## src/rtl/otsauth_pkg.sv

```systemverilog
// Shared encodings for the one-time signature authentication gate.
// Assumes the host address carries the region in its two top bits.
package otsauth_pkg;

    typedef enum logic [1:0] {
        RGN_CTRL = 2'd0,
        RGN_DATA = 2'd1,
        RGN_KEY  = 2'd2,
        RGN_NONE = 2'd3
    } region_e;

    localparam logic [1:0] REG_CMD  = 2'd0;
    localparam logic [1:0] REG_CHAL = 2'd1;
    localparam logic [1:0] REG_RESP = 2'd2;
    localparam logic [1:0] REG_STAT = 2'd3;

    localparam logic [1:0] OP_START = 2'd1;
    localparam logic [1:0] OP_ABORT = 2'd2;
    localparam logic [1:0] OP_TCLR  = 2'd3;

    typedef enum logic [2:0] {
        S_IDLE, S_WAITCH, S_FETCH, S_CAPT, S_CLR1, S_WAITRD, S_SWEEP
    } seq_e;

    typedef enum logic [1:0] {
        SRC_ZERO, SRC_REG, SRC_MEM, SRC_KEY
    } src_e;

endpackage

```

## src/rtl/otsauth_seq.sv

```systemverilog
// Challenge sequencer: runs one session on one key set, releases and wipes
// secrets per index, raises the sticky flag at the end, and sweeps a set
// clean on abort. Assumes NUM_CHAL is a power of two and that the key RAM
// returns read data one cycle after the request.
module otsauth_seq
    import otsauth_pkg::*;
#(
    parameter int NUM_SETS = 2,
    parameter int NUM_CHAL = 256,
    parameter int DW       = 32,
    localparam int SET_W   = (NUM_SETS > 1) ? $clog2(NUM_SETS) : 1,
    localparam int IDX_W   = $clog2(NUM_CHAL),
    localparam int KEY_AW  = SET_W + IDX_W + 1
) (
    input  logic                clk,
    input  logic                rst_n,
    input  logic                test_mode,
    input  logic                cmd_wr,
    input  logic [1:0]          cmd_op,
    input  logic [SET_W-1:0]    cmd_set,
    input  logic                chal_wr,
    input  logic                chal_bit,
    input  logic                resp_rd,
    input  logic [DW-1:0]       key_rdata,
    output logic                authed,
    output logic [NUM_SETS-1:0] marks,
    output logic                active,
    output logic                resp_ready,
    output logic [DW-1:0]       resp_data,
    output logic                seq_own,
    output logic                seq_we,
    output logic [KEY_AW-1:0]   seq_addr
);

    localparam logic [IDX_W-1:0] LAST_IDX  = IDX_W'(NUM_CHAL - 1);
    localparam logic [IDX_W:0]   SWEEP_END = (IDX_W + 1)'(2 * NUM_CHAL - 1);

    seq_e                state_q;
    logic [SET_W-1:0]    set_q;
    logic [IDX_W-1:0]    idx_q;
    logic                bit_q;
    logic [DW-1:0]       resp_q;
    logic                authed_q;
    logic [NUM_SETS-1:0] mark_q;
    logic [IDX_W:0]      sweep_q;

    logic in_sess;
    logic start_ok;
    logic abort_req;

    // Session decode: which states count as an open exchange, and when it breaks.
    always_comb begin
        in_sess   = (state_q == S_WAITCH) || (state_q == S_FETCH) ||
                    (state_q == S_CAPT)   || (state_q == S_CLR1)  ||
                    (state_q == S_WAITRD);
        start_ok  = cmd_wr && (cmd_op == OP_START) &&
                    (int'(cmd_set) < NUM_SETS) && !mark_q[cmd_set];
        abort_req = in_sess && ((cmd_wr && (cmd_op == OP_ABORT)) ||
                                (chal_wr && (state_q != S_WAITCH)));
    end

    // Sequencer state, flag and marker updates.
    always_ff @(posedge clk) begin
        if (!rst_n) begin
            state_q  <= S_IDLE;
            set_q    <= '0;
            idx_q    <= '0;
            bit_q    <= 1'b0;
            resp_q   <= '0;
            authed_q <= 1'b0;
            mark_q   <= '0;
            sweep_q  <= '0;
        end else if (state_q == S_IDLE) begin
            if (start_ok) begin
                set_q   <= cmd_set;
                idx_q   <= '0;
                state_q <= S_WAITCH;
            end else if (cmd_wr && (cmd_op == OP_TCLR) && test_mode) begin
                authed_q <= 1'b0;
                mark_q   <= '0;
            end
        end else if (abort_req) begin
            state_q <= S_SWEEP;
            sweep_q <= '0;
            resp_q  <= '0;
        end else begin
            case (state_q)
                S_WAITCH: if (chal_wr) begin
                    bit_q   <= chal_bit;
                    state_q <= S_FETCH;
                end
                S_FETCH: state_q <= S_CAPT;
                S_CAPT: begin
                    resp_q  <= key_rdata;
                    state_q <= S_CLR1;
                end
                S_CLR1: state_q <= S_WAITRD;
                S_WAITRD: if (resp_rd) begin
                    resp_q <= '0;
                    if (idx_q == LAST_IDX) begin
                        authed_q      <= 1'b1;
                        mark_q[set_q] <= 1'b1;
                        state_q       <= S_IDLE;
                    end else begin
                        idx_q   <= idx_q + 1'b1;
                        state_q <= S_WAITCH;
                    end
                end
                S_SWEEP: begin
                    sweep_q <= sweep_q + 1'b1;
                    if (sweep_q == SWEEP_END) begin
                        mark_q[set_q] <= 1'b1;
                        state_q       <= S_IDLE;
                    end
                end
                default: state_q <= S_IDLE;
            endcase
        end
    end

    // Key RAM requests owned by the sequencer: fetch, two wipes, or sweep.
    always_comb begin
        seq_own  = 1'b0;
        seq_we   = 1'b0;
        seq_addr = {set_q, idx_q, bit_q};
        case (state_q)
            S_FETCH: seq_own = 1'b1;
            S_CAPT: begin
                seq_own  = 1'b1;
                seq_we   = 1'b1;
                seq_addr = {set_q, idx_q, 1'b0};
            end
            S_CLR1: begin
                seq_own  = 1'b1;
                seq_we   = 1'b1;
                seq_addr = {set_q, idx_q, 1'b1};
            end
            S_SWEEP: begin
                seq_own  = 1'b1;
                seq_we   = 1'b1;
                seq_addr = {set_q, sweep_q};
            end
            default: ;
        endcase
    end

    assign authed     = authed_q;
    assign marks      = mark_q;
    assign active     = (state_q != S_IDLE);
    assign resp_ready = (state_q == S_WAITRD);
    assign resp_data  = resp_q;

    // Flag can only fall through the test-mode clear.
    p_flag_sticky_r10: assert property (@(posedge clk) disable iff (!rst_n)
        (authed_q && !test_mode) |=> authed_q);

    // A used marker never clears outside test mode.
    p_mark_sticky_r7: assert property (@(posedge clk) disable iff (!rst_n)
        !test_mode |=> ((mark_q & $past(mark_q)) == $past(mark_q)));

    // Flag rises only on the final response read.
    p_auth_at_end_r3: assert property (@(posedge clk) disable iff (!rst_n)
        $rose(authed_q) |-> ($past(state_q) == S_WAITRD && $past(idx_q) == LAST_IDX));

    // After a fetch the captured secret is followed by wiping both halves.
    p_wipe_follows_r5: assert property (@(posedge clk) disable iff (!rst_n)
        (state_q == S_CAPT && !abort_req) |=> (state_q == S_CLR1 && seq_we));

endmodule

```

## src/rtl/otsauth_keyport.sv

```systemverilog
// Key RAM port arbiter: the sequencer owns the port while it fetches or
// wipes; otherwise the host may reach the key RAM, but only in test mode.
// Assumes one access per cycle on the key RAM.
module otsauth_keyport #(
    parameter int DW     = 32,
    parameter int KEY_AW = 10
) (
    input  logic              clk,
    input  logic              rst_n,
    input  logic              test_mode,
    input  logic              seq_own,
    input  logic              seq_we,
    input  logic [KEY_AW-1:0] seq_addr,
    input  logic              host_req,
    input  logic              host_we,
    input  logic [KEY_AW-1:0] host_addr,
    input  logic [DW-1:0]     host_wdata,
    output logic              host_gnt,
    output logic              key_en,
    output logic              key_we,
    output logic [KEY_AW-1:0] key_addr,
    output logic [DW-1:0]     key_wdata
);

    // Port mux: sequencer first, test-mode host second.
    always_comb begin
        host_gnt  = host_req && test_mode && !seq_own;
        key_en    = seq_own || host_gnt;
        key_we    = seq_own ? seq_we : (host_gnt && host_we);
        key_addr  = seq_own ? seq_addr : host_addr;
        key_wdata = seq_own ? '0 : host_wdata;
    end

    // Non-zero key material is written only under test mode.
    p_key_write_test_r10: assert property (@(posedge clk) disable iff (!rst_n)
        (key_en && key_we && (key_wdata != '0)) |-> test_mode);

endmodule

```

## src/rtl/otsauth_gate.sv

```systemverilog
// Host access gate: decodes the region and control registers, blocks the
// data segment until the flag is set, and returns read data one cycle
// after each read request. Assumes DW >= 16 + NUM_SETS for the status word.
module otsauth_gate
    import otsauth_pkg::*;
#(
    parameter int HAW      = 16,
    parameter int DW       = 32,
    parameter int NUM_SETS = 2,
    parameter int SET_W    = 1,
    parameter int KEY_AW   = 10,
    localparam int DATA_AW = HAW - 2
) (
    input  logic                clk,
    input  logic                rst_n,
    input  logic                h_req,
    input  logic                h_we,
    input  logic [HAW-1:0]      h_addr,
    input  logic [DW-1:0]       h_wdata,
    output logic [DW-1:0]       h_rdata,
    output logic                h_rvalid,
    input  logic                authed,
    input  logic [NUM_SETS-1:0] marks,
    input  logic                active,
    input  logic                resp_ready,
    input  logic [DW-1:0]       resp_data,
    output logic                cmd_wr,
    output logic [1:0]          cmd_op,
    output logic [SET_W-1:0]    cmd_set,
    output logic                chal_wr,
    output logic                chal_bit,
    output logic                resp_rd,
    output logic                host_key_req,
    output logic [KEY_AW-1:0]   host_key_addr,
    input  logic                host_gnt,
    output logic                mem_en,
    output logic                mem_we,
    output logic [DATA_AW-1:0]  mem_addr,
    output logic [DW-1:0]       mem_wdata,
    input  logic [DW-1:0]       mem_rdata,
    input  logic [DW-1:0]       key_rdata
);

    region_e      rgn;
    logic         ctrl_hit;
    logic [1:0]   off;
    logic [DW-1:0] stat;
    logic [DW-1:0] reg_val;
    src_e         src_d;
    src_e         src_q;
    logic [DW-1:0] regv_q;
    logic         rvalid_q;

    // Region and register decode; control hits need the spare bits at zero.
    always_comb begin
        rgn      = region_e'(h_addr[HAW-1 -: 2]);
        off      = h_addr[1:0];
        ctrl_hit = h_req && (rgn == RGN_CTRL) && (h_addr[HAW-3:2] == '0);
        cmd_wr   = ctrl_hit && h_we && (off == REG_CMD);
        chal_wr  = ctrl_hit && h_we && (off == REG_CHAL);
        resp_rd  = ctrl_hit && !h_we && (off == REG_RESP) && resp_ready;
        cmd_op   = h_wdata[1:0];
        cmd_set  = h_wdata[8 +: SET_W];
        chal_bit = h_wdata[0];
    end

    // Data segment forwarding, only once the flag is set.
    always_comb begin
        mem_en    = h_req && (rgn == RGN_DATA) && authed;
        mem_we    = h_we;
        mem_addr  = h_addr[DATA_AW-1:0];
        mem_wdata = h_wdata;
    end

    assign host_key_req  = h_req && (rgn == RGN_KEY);
    assign host_key_addr = h_addr[KEY_AW-1:0];

    // Status word and control-register read value.
    always_comb begin
        stat    = '0;
        stat[0] = authed;
        stat[1] = active;
        stat[2] = resp_ready;
        for (int s = 0; s < NUM_SETS; s++) stat[16 + s] = marks[s];
        reg_val = '0;
        if (ctrl_hit && off == REG_STAT)               reg_val = stat;
        else if (ctrl_hit && off == REG_RESP && resp_ready) reg_val = resp_data;
    end

    // Select the source of the next cycle's read data.
    always_comb begin
        src_d = SRC_ZERO;
        if (rgn == RGN_DATA && authed)     src_d = SRC_MEM;
        else if (rgn == RGN_KEY && host_gnt) src_d = SRC_KEY;
        else if (ctrl_hit)                 src_d = SRC_REG;
    end

    // Read-response pipeline register.
    always_ff @(posedge clk) begin
        if (!rst_n) begin
            rvalid_q <= 1'b0;
            src_q    <= SRC_ZERO;
            regv_q   <= '0;
        end else begin
            rvalid_q <= h_req && !h_we;
            src_q    <= src_d;
            regv_q   <= reg_val;
        end
    end

    // Read data mux.
    always_comb begin
        case (src_q)
            SRC_MEM: h_rdata = mem_rdata;
            SRC_KEY: h_rdata = key_rdata;
            SRC_REG: h_rdata = regv_q;
            default: h_rdata = '0;
        endcase
    end
    assign h_rvalid = rvalid_q;

    // No data memory traffic while the gate is closed.
    p_gate_closed_r2: assert property (@(posedge clk) disable iff (!rst_n)
        !authed |-> !mem_en);

    // A blocked data read answers with zeros in the next cycle.
    p_zero_read_r1: assert property (@(posedge clk) disable iff (!rst_n)
        (h_req && !h_we && rgn == RGN_DATA && !authed) |=> (h_rvalid && h_rdata == '0));

endmodule

```

## src/rtl/otsauth_top.sv

```systemverilog
// Top of the authentication gate: host gate, challenge sequencer and key
// port arbiter. Assumes external data and key RAMs with one-cycle reads.
module otsauth_top #(
    parameter int NUM_SETS = 2,
    parameter int NUM_CHAL = 256,
    parameter int DW       = 32,
    parameter int HAW      = 16,
    localparam int SET_W   = (NUM_SETS > 1) ? $clog2(NUM_SETS) : 1,
    localparam int IDX_W   = $clog2(NUM_CHAL),
    localparam int KEY_AW  = SET_W + IDX_W + 1,
    localparam int DATA_AW = HAW - 2
) (
    input  logic               clk,
    input  logic               rst_n,
    input  logic               test_mode,
    input  logic               h_req,
    input  logic               h_we,
    input  logic [HAW-1:0]     h_addr,
    input  logic [DW-1:0]      h_wdata,
    output logic [DW-1:0]      h_rdata,
    output logic               h_rvalid,
    output logic               mem_en,
    output logic               mem_we,
    output logic [DATA_AW-1:0] mem_addr,
    output logic [DW-1:0]      mem_wdata,
    input  logic [DW-1:0]      mem_rdata,
    output logic               key_en,
    output logic               key_we,
    output logic [KEY_AW-1:0]  key_addr,
    output logic [DW-1:0]      key_wdata,
    input  logic [DW-1:0]      key_rdata
);

    logic                authed;
    logic [NUM_SETS-1:0] marks;
    logic                active;
    logic                resp_ready;
    logic [DW-1:0]       resp_data;
    logic                cmd_wr;
    logic [1:0]          cmd_op;
    logic [SET_W-1:0]    cmd_set;
    logic                chal_wr;
    logic                chal_bit;
    logic                resp_rd;
    logic                host_key_req;
    logic [KEY_AW-1:0]   host_key_addr;
    logic                host_gnt;
    logic                seq_own;
    logic                seq_we;
    logic [KEY_AW-1:0]   seq_addr;

    otsauth_gate #(
        .HAW(HAW), .DW(DW), .NUM_SETS(NUM_SETS), .SET_W(SET_W), .KEY_AW(KEY_AW)
    ) u_gate (
        .clk(clk), .rst_n(rst_n),
        .h_req(h_req), .h_we(h_we), .h_addr(h_addr), .h_wdata(h_wdata),
        .h_rdata(h_rdata), .h_rvalid(h_rvalid),
        .authed(authed), .marks(marks), .active(active),
        .resp_ready(resp_ready), .resp_data(resp_data),
        .cmd_wr(cmd_wr), .cmd_op(cmd_op), .cmd_set(cmd_set),
        .chal_wr(chal_wr), .chal_bit(chal_bit), .resp_rd(resp_rd),
        .host_key_req(host_key_req), .host_key_addr(host_key_addr),
        .host_gnt(host_gnt),
        .mem_en(mem_en), .mem_we(mem_we), .mem_addr(mem_addr),
        .mem_wdata(mem_wdata), .mem_rdata(mem_rdata), .key_rdata(key_rdata)
    );

    otsauth_seq #(
        .NUM_SETS(NUM_SETS), .NUM_CHAL(NUM_CHAL), .DW(DW)
    ) u_seq (
        .clk(clk), .rst_n(rst_n), .test_mode(test_mode),
        .cmd_wr(cmd_wr), .cmd_op(cmd_op), .cmd_set(cmd_set),
        .chal_wr(chal_wr), .chal_bit(chal_bit), .resp_rd(resp_rd),
        .key_rdata(key_rdata),
        .authed(authed), .marks(marks), .active(active),
        .resp_ready(resp_ready), .resp_data(resp_data),
        .seq_own(seq_own), .seq_we(seq_we), .seq_addr(seq_addr)
    );

    otsauth_keyport #(
        .DW(DW), .KEY_AW(KEY_AW)
    ) u_keyport (
        .clk(clk), .rst_n(rst_n), .test_mode(test_mode),
        .seq_own(seq_own), .seq_we(seq_we), .seq_addr(seq_addr),
        .host_req(host_key_req), .host_we(h_we), .host_addr(host_key_addr),
        .host_wdata(h_wdata), .host_gnt(host_gnt),
        .key_en(key_en), .key_we(key_we), .key_addr(key_addr),
        .key_wdata(key_wdata)
    );

endmodule

```

## config.mk

```make
export PLATFORM = sky130hd
export DESIGN_NAME = otsauth_top
export DESIGN_NICKNAME = d
export VERILOG_FILES = /design/src/rtl/otsauth_pkg.sv /design/src/rtl/otsauth_seq.sv /design/src/rtl/otsauth_keyport.sv /design/src/rtl/otsauth_gate.sv /design/src/rtl/otsauth_top.sv
export SDC_FILE = /design/constraint.sdc
export NUM_CORES = 1
export LEC_CHECK = 0
export BUFFER_PORTS_ARGS = -buffer_cell sky130_fd_sc_hd__buf_2
export CAP_MARGIN = 20
export CORE_MARGIN = 5
export CORE_UTILIZATION = 43
export CTS_BUF_LIST = sky130_fd_sc_hd__clkbuf_8
export CTS_CLUSTER_SIZE = 16
export DETAILED_ROUTE_END_ITERATION = 16
export HOLD_SLACK_MARGIN = 0.08
export PLACE_DENSITY = 0.78
export SETUP_SLACK_MARGIN = 0.4
export SYNTH_ARGS = -nofsm -noshare
export SYNTH_HDL_FRONTEND = slang
export SYNTH_SLANG_ARGS = --single-unit
```

## constraint.sdc

```tcl
create_clock -name clk -period 2.1 [get_ports clk]
set_input_delay 0.21 -clock clk [delete_from_list [all_inputs] [get_ports clk]]
set_output_delay 0.21 -clock clk [all_outputs]
set_load 0.05 [all_outputs]
```

Word-level counts from Yosys, hierarchy flattened
Index checks and enable logic that the tools add are counted.

Register bits: 92. Output and inout port bits: 125.

Add/sub/neg operators: 2. $lt $le $gt $ge: 3. Equality and inequality tests: 32. Muxes and demuxes: 50. Bitwise operators: 5. Reduce and logical (&&, ||, !) cells: 60.

Operator list (count): $mux W32 (3); $pmux W32 S3 (1); $pmux W32 S2 (1); $mux W8 (6); $mux W18 (2); $logic_and A1 B1 Y1 (28); $pmux W9 S3 (1); $mux W2 (9); $mux W3 (6); $mux W9 (2); $pmux W3 S6 (1); $mux W1 (15); $eq A2 B2 Y1 const B (7); $logic_not A12 Y1 (1); $mux W10 (1); $add A9 B1 Y9 const B (1); $eq A3 B3 Y1 const B (3); $eq A9 B9 Y1 const B (1); $ne A3 B1 Y1 const B (3); $reduce_bool A3 Y1 (3); $add A8 B1 Y8 const B (1); $eq A2 B1 Y1 const B (4); $eq A8 B8 Y1 const B (1); $ne A4 B2 Y1 const B (2); other kinds (26) (49).

Depth between registers and ports, before layout
Gate-level depths: netlist of run 1.

Depth in word-level cells: 10. Depth in mapped cells: 8. Depth with buffers taken out: 8.

By module
Synthesis of run 1 repeated with hierarchy kept, for this count alone.

Cell total of the unflattened synthesis: 652. Area, all modules: 5630.4 µm².

By module, submodules not included: otsauth_seq (times used 1, cells each 333, area an instance 2757.6 µm², sequential area each 1141.1 µm²); otsauth_gate (times used 1, cells each 266, area an instance 2469.9 µm², sequential area each 700.7 µm²); otsauth_keyport (times used 1, cells each 53, area an instance 402.9 µm², sequential area each 0.0 µm²).

Worst setup path after synthesis of run 1
OpenSTA, ideal clock, no wires.

Kind: reg2out. Start point: register u_seq.state_q[1]. End point: output key_addr[4]. Arrival time: 2654 ps. Setup slack: -764 ps. Cell stages (with the launch flop): 7. Path through: dfxtp_1 > clkbuf_1 > and3b_1 > clkbuf_1 > buf_1 > mux2i_1 > o21ai_0.

Word-level cells in the longest chain between the ends: 4. Elaborated cells between the ends (all ways): 8.

RTL lines: from (decl) (RTL line otsauth_seq.sv:38) `seq_e state_q;`; from (signal assigned) (RTL line otsauth_seq.sv:65) `state_q <= S_IDLE;`; from (signal assigned) (RTL line otsauth_seq.sv:77) `state_q <= S_WAITCH;`; from (signal assigned) (RTL line otsauth_seq.sv:83) `state_q <= S_SWEEP;`; $eq A3 B3 Y1 / $eq A3 B2 Y1 (equally long branches) (RTL line otsauth_seq.sv:126) `case (state_q)`; $reduce_or A4 Y1 (no line); $mux W1 (RTL line otsauth_seq.sv:126); $mux W10 (*) (RTL line otsauth_keyport.sv:30) `key_addr = seq_own ? seq_addr : host_addr;`; to (decl) (RTL line otsauth_top.sv:29) `output logic [KEY_AW-1:0] key_addr,`.

Mark *: on every way between the ends. The rest lies on a longest branch, timed or not.

Final worst setup path of run 1
Start point: register u_seq.state_q[2]. End point: register u_seq.resp_q[12] (netlist: u_seq.resp_data[12]).

Word-level cells in the longest chain between the ends: 8. Elaborated cells between the ends (all ways): 21.

RTL lines: $eq A3 B1 Y1 / $eq A3 B2 Y1 (equally long branches) (RTL line otsauth_seq.sv:53) `in_sess = (state_q == S_WAITCH) || (state_q == S_FETCH) ||`; $logic_or A1 B1 Y1 (2 in series) (RTL line otsauth_seq.sv:53); $logic_or A1 B1 Y1 (2 in series) (RTL line otsauth_seq.sv:54) `(state_q == S_CAPT) || (state_q == S_CLR1) ||`; $logic_and A1 B1 Y1 (RTL line otsauth_seq.sv:58) `abort_req = in_sess && ((cmd_wr && (cmd_op == OP_ABORT)) ||`; $ne A3 B2 Y1 (no line) / $reduce_bool A3 Y1 (equally long branches); $reduce_and A3 Y1 (no line); to (signal assigned) (RTL line otsauth_seq.sv:94) `resp_q <= key_rdata;`; to (decl) (RTL line otsauth_seq.sv:42) `logic [DW-1:0] resp_q;`.

Several ways; a longest one is shown, not always the timed one. A chain may end at the register's enable or synchronous reset.

==> results of run 1 <==
[metrics by stage]
step | total power [mW] | instance area, um^2 | hold slack [ns] | setup TNS [ns]
after CTS | 3.96 | 8160 | 0.0818 | 0
after detailed placement | 2.55 | 6450 | 0.440 | -0.0337
after global routing | 4.23 | 9330 | 0.0902 | -0.255
after floorplan | 2.34 | 5280 | 0.287 | 0
after global placement | 2.54 | 6450 | 0.434 | 0
final | 4.12 | 9330 | 0.100 | 0
[cell type report]
cell class                 instances  share of cell area
antenna                            1            0.000268
clock buffer                       9              0.0133
clock inverter                     7             0.00952
inverter                           9             0.00362
multi-input combinational        366               0.377
sequential                        92               0.201
tap                              143              0.0192
timing repair buffer             373               0.376
[critical path: cells and delay by family, from the launching register on]
kind	cells	cell delay (ns)
AO/OA/AOI/OAI	3	0.43
buffers and inverters	4	0.66
flip-flops	1	0.43
AND/OR/NAND/NOR	2	0.43
[routing by layer]
metal  global-route usage  vias up  part of all wire
li1                     -     2574                 -
met3               0.0538      126             0.076
met4                0.135        0             0.060
met1                0.293     2936              0.33
met5                    0        -                 0
met2                0.473      452              0.53
[report_power, final]
part	leakage [nW]	internal, mW	total, mW	switching, mW
clock	0.106	0.582	1.32	0.741
combinational	3.27	0.421	1.06	0.639
sequential	0.750	1.73	1.74	0.00197
total	4.12	2.74	4.12	1.38
[cells by family (layout without fill, tap and decap cells)]
| logic type | Yosys count | in the layout | share of synthesized area |
|---|---|---|---|
| AOI/OAI and AO/OA | 135 | 135 | 0.203 |
| xor gates and xnor gates | 5 | 5 | 0.00874 |
| adders and majority gates | 3 | 3 | 0.00749 |
| buffers and inverters | 95 | 398 | 0.108 |
| DFF | 92 | 92 | 0.368 |
| muxes | 42 | 42 | 0.0921 |
| other | 0 | 1 | 0 |
| and+or+nand+nor | 181 | 181 | 0.213 |
[synthesized netlist by cell type, types with 3 or more instances]
cell type   n  area [um^2]
nor4_1      7         43.8
buf_4      47          353
nand2_1    29          109
and2_1     59          369
a31oi_1     3         18.8
o31ai_1     7         52.6
nor3_1     10         50.1
nand2b_1    3         18.8
clkbuf_1   35          131
inv_1       9         33.8
a22o_1     68          596
or3_1       6         37.5
o21ai_0    20          100
xor2_1      3         26.3
nand3_1     9         45.0
nor2_1     25         93.8
nor2b_1     7         43.8
mux2i_1     9         90.1
ha_1        3         37.5
or4_1       5         37.5
nand4_1     7         43.8
buf_1       3         11.3
dfxtp_1    92         1840
a21oi_1    21          105
mux2_2     33          372
[registers in the layout (all words and copies together) (netlist names)]
signal	flops
u_seq.idx_q	8
u_seq.sweep_q	9
u_seq.authed	1
u_gate.regv_q	32
u_seq.bit_q	1
u_seq.set_q	1
u_gate.h_rvalid	1
u_seq.marks	2
u_seq.state_q	3
u_seq.resp_data	32
u_gate.src_q	2
[timing repair]
item,in CTS,in global routing
endpoints found under the setup margin,127,131
hold buffers,27,1
endpoints found under the hold margin,27,1
gates cloned,8,8
gates resized for setup,237,205
setup buffers,29,24
pin swaps,15,52
[worst max-delay path by stage]
stage	slack (ns)	cells past startpoint	end	from
after floorplan	0.17	6	u_seq.idx_q[4]$_SDFFE_PN0P_	h_addr[14]
after global placement	0.03	6	u_seq.idx_q[3]$_SDFFE_PN0P_	h_addr[14]
after detailed placement	-0.03	6	u_seq.idx_q[3]$_SDFFE_PN0P_	h_addr[14]
after CTS	0.09	6	key_addr[6]	u_seq.state_q[2]$_SDFFE_PN0P_
after global routing	-0.03	10	u_seq.resp_data[8]$_SDFFE_PN0P_	u_seq.state_q[2]$_SDFFE_PN0P_
final	0.02	9	u_seq.resp_data[12]$_SDFFE_PN0P_	u_seq.state_q[2]$_SDFFE_PN0P_
==> metrics.md, run 1 <==
| Metric | Value |
|---|---|
| Fin crit period | 2.08 ns |
| IO Count | around 240 |
| Slowest stage cell, crit path | dfxtp_4 |
| P_leak | about 4.1 nW |
| Routed wire per std cell | approximately 25 um |
| Yosys reg bits | 92 |
| Synth cell types | between 50 and 60 |
| Maximum VDD drop | 0.000278 V |
| Slew @ Worst Pin | 0.593 ns |
| Max Cap Viol | 0 |
| Setup crit end kind | flip-flop |
| Worst EP required | 2.36 ns |
| CP arrival | 2.34 ns |
| Period utilization | 0.989 |
| Worst Hold End | u_seq.resp_data[13]$_SDFFE_PN0P_ |
| Slew headroom | 0.605 |
| Total GRT Usage | 0.264 |
| Hold Crit Class | input pin to flip-flop |
| First-pass GRT wire length | around 30,000 um |
| Max Fclk | 0.482 GHz |
| CTS tree | yes |
| Outcome | completed |
| Area grow syn2layout | 86.2% |
| Synth Area per Inst | 9.06 um^2 |
| Pins over their slew limit | 0 |
| Die area | about 14,000 um^2 |
| RR Startpoint | u_seq.state_q[2]$_SDFFE_PN0P_ |
| Detailed Route Iter0 Violations | 465 |
| Critical R2R Capture | u_seq.resp_data[12]$_SDFFE_PN0P_ |
| Register area | 1880 um^2 |
| Finished Layout Cells | 1,000 |
| Fillers | slightly below 600 |
| Core box area | ~11,000 um^2 |
| Net Count, Synth | 673 |
| # rows | 39 |
| Clock tree skew after final layout | 0.0153 ns |
| Port bufs | 241 |
| Number of global-route vias before repair | 5,766 |
| Post-route ant nets | 0 |
| RSZ-0062 raised after global routing | true |
| Final GP Congestion | 0.879 |
| Cells along the critical path | buf_4 -> buf_6 -> nor4bb_4 -> nand2_1 -> o31ai_2 -> a21oi_2 -> buf_6 -> bufbuf_16 -> a22o_1 |
| Worst skew pair latency | approximately 0.38 ns |
| CP Max Fanout | 8 |
| Starting density of the core | 0.439 |
| Die Wd | about 120 um |
| Dpl hpwl | 12,300 um |
| Mapped Cells | 553 |
| Root Driver | clkbuf_8 |
| Clock buffer depth | 2 |
| Drt drc | 0 |
| Largest net degree at the start of global routing | 33 |
| Initial antenna violation count | 0 |
| Yosys warns | 0 |
| Main synth FF type | dfxtp_1 |
| Post-synth EDFFs | 0 |
| Final WL | 24,800 um |
| Clock-pin slew on the worst setup and hold paths | ~0.10 ns |
| Clk sinks | 92 |
| Inst Count DP | 886 |
| Final Setup Violations | 0 |
| Multi-input gate area | 3520 um^2 |
| Commonest cells after routing, fill and taps aside | buf_2 (165), dfxtp_1 (79), buf_8 (72) |
| Crit path kind | flip-flop to flip-flop |
| Most common cell after layout, fill and taps aside | buf_2 |
| Net count, final | 971 |
| Die Span Y | between 100 and 150 um |
| Reg2Reg Setup Slack | 0.02 ns |
| CP most frequent cell | buf_6 |
| Mapped cell area | 5010 um^2 |
| Vias per cell | 6.09 |
| Via count | 6,088 |
| H-Tree Depth | 3 |
| Number of CTS-inserted buffers | 9 |
| Worst Setup Slack post-DPL | -0.0337 ns |
| Layout cells sized above 1 | 0.633 |
| Reg2Reg Depth | 9 |
| Hold Startpoint | key_rdata[13] |
| Final Hold Fails | 0 |
| DR pass1 iterations | 5 |
| Fin worst setup slack | around 0.023 ns |
| CP startpoint kind | flip-flop |
| PwrDens | 441 nW/um^2 |
| Hold Path Stages | 2 |
| Post-synthesis sequential area ratio | 0.368 |
| CP peak stage delay | roughly 0.43 ns |
| Final Util | 0.817 |
| Asr flop ratio synth | 0 |
| Total grt overflow | 0 |
No activity file was read; power rests on OpenSTA's default activity.
==> inputs of run 2 (changes only) <==
CORE_UTILIZATION = 35   (was 43)
PLACE_DENSITY = 0.66   (was 0.78)
==> metrics.md, run 2 (synthesized netlist as in run 1, its figures left out) <==
| Metric | Value |
|---|---|
| Part of the power in registers | 0.433 |
| Number of CTS-inserted buffers | 9 |
| Layout cells sized above 1 | 0.632 |
| Net count, final | 968 |
| Period utilization | 0.982 |
| Starting density of the core | 0.360 |
| Area after DPL | 6570 um^2 |
| Crit path kind | flip-flop to output port |
| Vias per cell | around 5.4 |
| Net Sw Power | 1.39 mW |
| Clk sinks | 92 |
| Total GRT Usage | 0.233 |
| Port bufs | 241 |
| PwrDens | 434 nW/um^2 |
| Clock tree skew after final layout | between 0.01 and 0.015 ns |
| Detailed Route Iter0 Violations | 363 |
| Drt drc | 0 |
| CP startpoint kind | flip-flop |
| Final GP Congestion | about 0.91 |
| Clock-pin slew on the worst setup and hold paths | 0.11 ns |
| Worst skew pair latency | 0.38 ns |
| Clock buffer depth | 2 |
| Maximum VDD drop | 0.000374 V |
| RSZ-0062 raised after global routing | true |
| Dpl hpwl | roughly 13,000 um |
| Final WL | 21,400 um |
| CTS tree | yes |
| Outcome | completed |
| Routed wire per std cell | 20.7 um |
| Internal Power | 2.63 mW |
| CP arrival | about 1.9 ns |
| Max Fclk | 0.485 GHz |
| Commonest cells after routing, fill and taps aside | buf_2 (164), dfxtp_1 (80), buf_6 (55) |
| Die Wd | 130 um |
| Post-route cell area | approximately 9300 um^2 |
| Setup crit end kind | output port |
| Multi-input gate area | 3580 um^2 |
| Area grow syn2layout | 84.7% |
| Final Util | 0.664 |
| Diode count | 0 |
| Core box area | 13,900 um^2 |
| Clk network pwr share | 0.307 |
| Total grt overflow | 0 |
| Fillers | 1,000 |
| Root Driver | clkbuf_8 |
| First-pass GRT wire length | 30,600 um |
| H-Tree Depth | 3 |
| Pins over their slew limit | 0 |
| Slew @ Worst Pin | 0.594 ns |
| Sw Ratio | 0.346 |
| Worst EP required | 1.89 ns |
| Logic pwr share | 0.260 |
| Most common cell after layout, fill and taps aside | buf_2 |
| Slew headroom | 0.601 |
| Number of global-route vias before repair | about 5.7k |
| Largest net degree at the start of global routing | 33 |
| Die area | 16,800 um^2 |
| Max Cap Viol | 0 |
| Fin crit period | slightly above 2 ns |
| Hold Crit Class | input pin to flip-flop |
| IO Count | 242 |
| CP Max Fanout | 7 |
| Final Setup Violations | 0 |
| Post-route ant nets | 0 |
| P_leak | slightly above 4 nW |
| # rows | 43 |
| Final Hold Fails | 0 |
| Via count | 5,577 |
| DR pass1 iterations | 6 |
| Initial antenna violation count | 0 |
| Die Span Y | about 130 um |
| Register area | around 1900 um^2 |
[run 2: stage by stage]
step | setup WS [ns] | setup TNS, ns | hold slack [ns] | power (mW) | std cells
final | 0.0369 | 0 | 0.131 | 4.02 | 1033
after global routing | -0.0115 | -0.0115 | 0.149 | 4.17 | 1033
after CTS | 0.0579 | 0 | 0.102 | 3.96 | 1020
after detailed placement | -0.0575 | -0.101 | 0.440 | 2.56 | 930
after global placement | -0.0573 | -0.0573 | 0.438 | 2.56 | 930
after floorplan | 0.175 | 0 | 0.287 | 2.34 | 553
[run 2: power by group through the flow]
stage          Combinational [mW]  Clock, mW  Sequential [mW]
2_1_floorplan               0.548          0             1.79
3_3_place_gp                0.774          0             1.79
3_5_place_dp                0.777          0             1.79
4_1_cts                     0.969       1.26             1.74
5_1_grt                      1.08       1.35             1.74
6_report                     1.05       1.23             1.74
[run 2: layer usage]
layer / GRT usage / wire, um
met1: 0.268 / 7730
met2: 0.422 / 11500
met3: 0.0532 / 1620
met4: 0.0862 / 535
met5: 0 / 0
[run 2: critical path: stages, from the launching register on]
cell     delay [ns]
dfxtp_4        0.46
buf_6          0.16
buf_16         0.13
mux2_4         0.32
a22o_4         0.24
buf_8          0.15
[run 2: worst paths after layout]
check	startpoint	to	slack, ns	cells past startpoint
worst max-delay path	u_gate.src_q[1]$_SDFF_PN0_	h_rdata[11]	0.04	5
worst min-delay path	h_wdata[0]	u_seq.bit_q$_SDFFE_PN0P_	0.13	3
worst max register to register	u_seq.state_q[2]$_SDFFE_PN0P_	u_seq.idx_q[3]$_SDFFE_PN0P_	0.04	5
worst min register to register	u_seq.resp_data[15]$_SDFFE_PN0P_	u_gate.regv_q[15]$_SDFF_PP0_	0.47	1
[run 2: what timing repair did]
action	CTS	global route
hold buffers	32	0
hold endpoints to repair	32	0
gates resized for setup	265	154
cloned	10	3
endpoints found under the setup margin	128	133
buffers inserted	32	10
pin swaps	7	29
[run 2: area by class of cell]
| type | count | area share |
|---|---|---|
| clock buffer | 9 | 0.0134 |
| clock inverter | 7 | 0.00865 |
| inverter | 9 | 0.00365 |
| multi-input combinational | 367 | 0.387 |
| sequential | 92 | 0.202 |
| tap | 180 | 0.0243 |
| timing repair buffer | 369 | 0.361 |
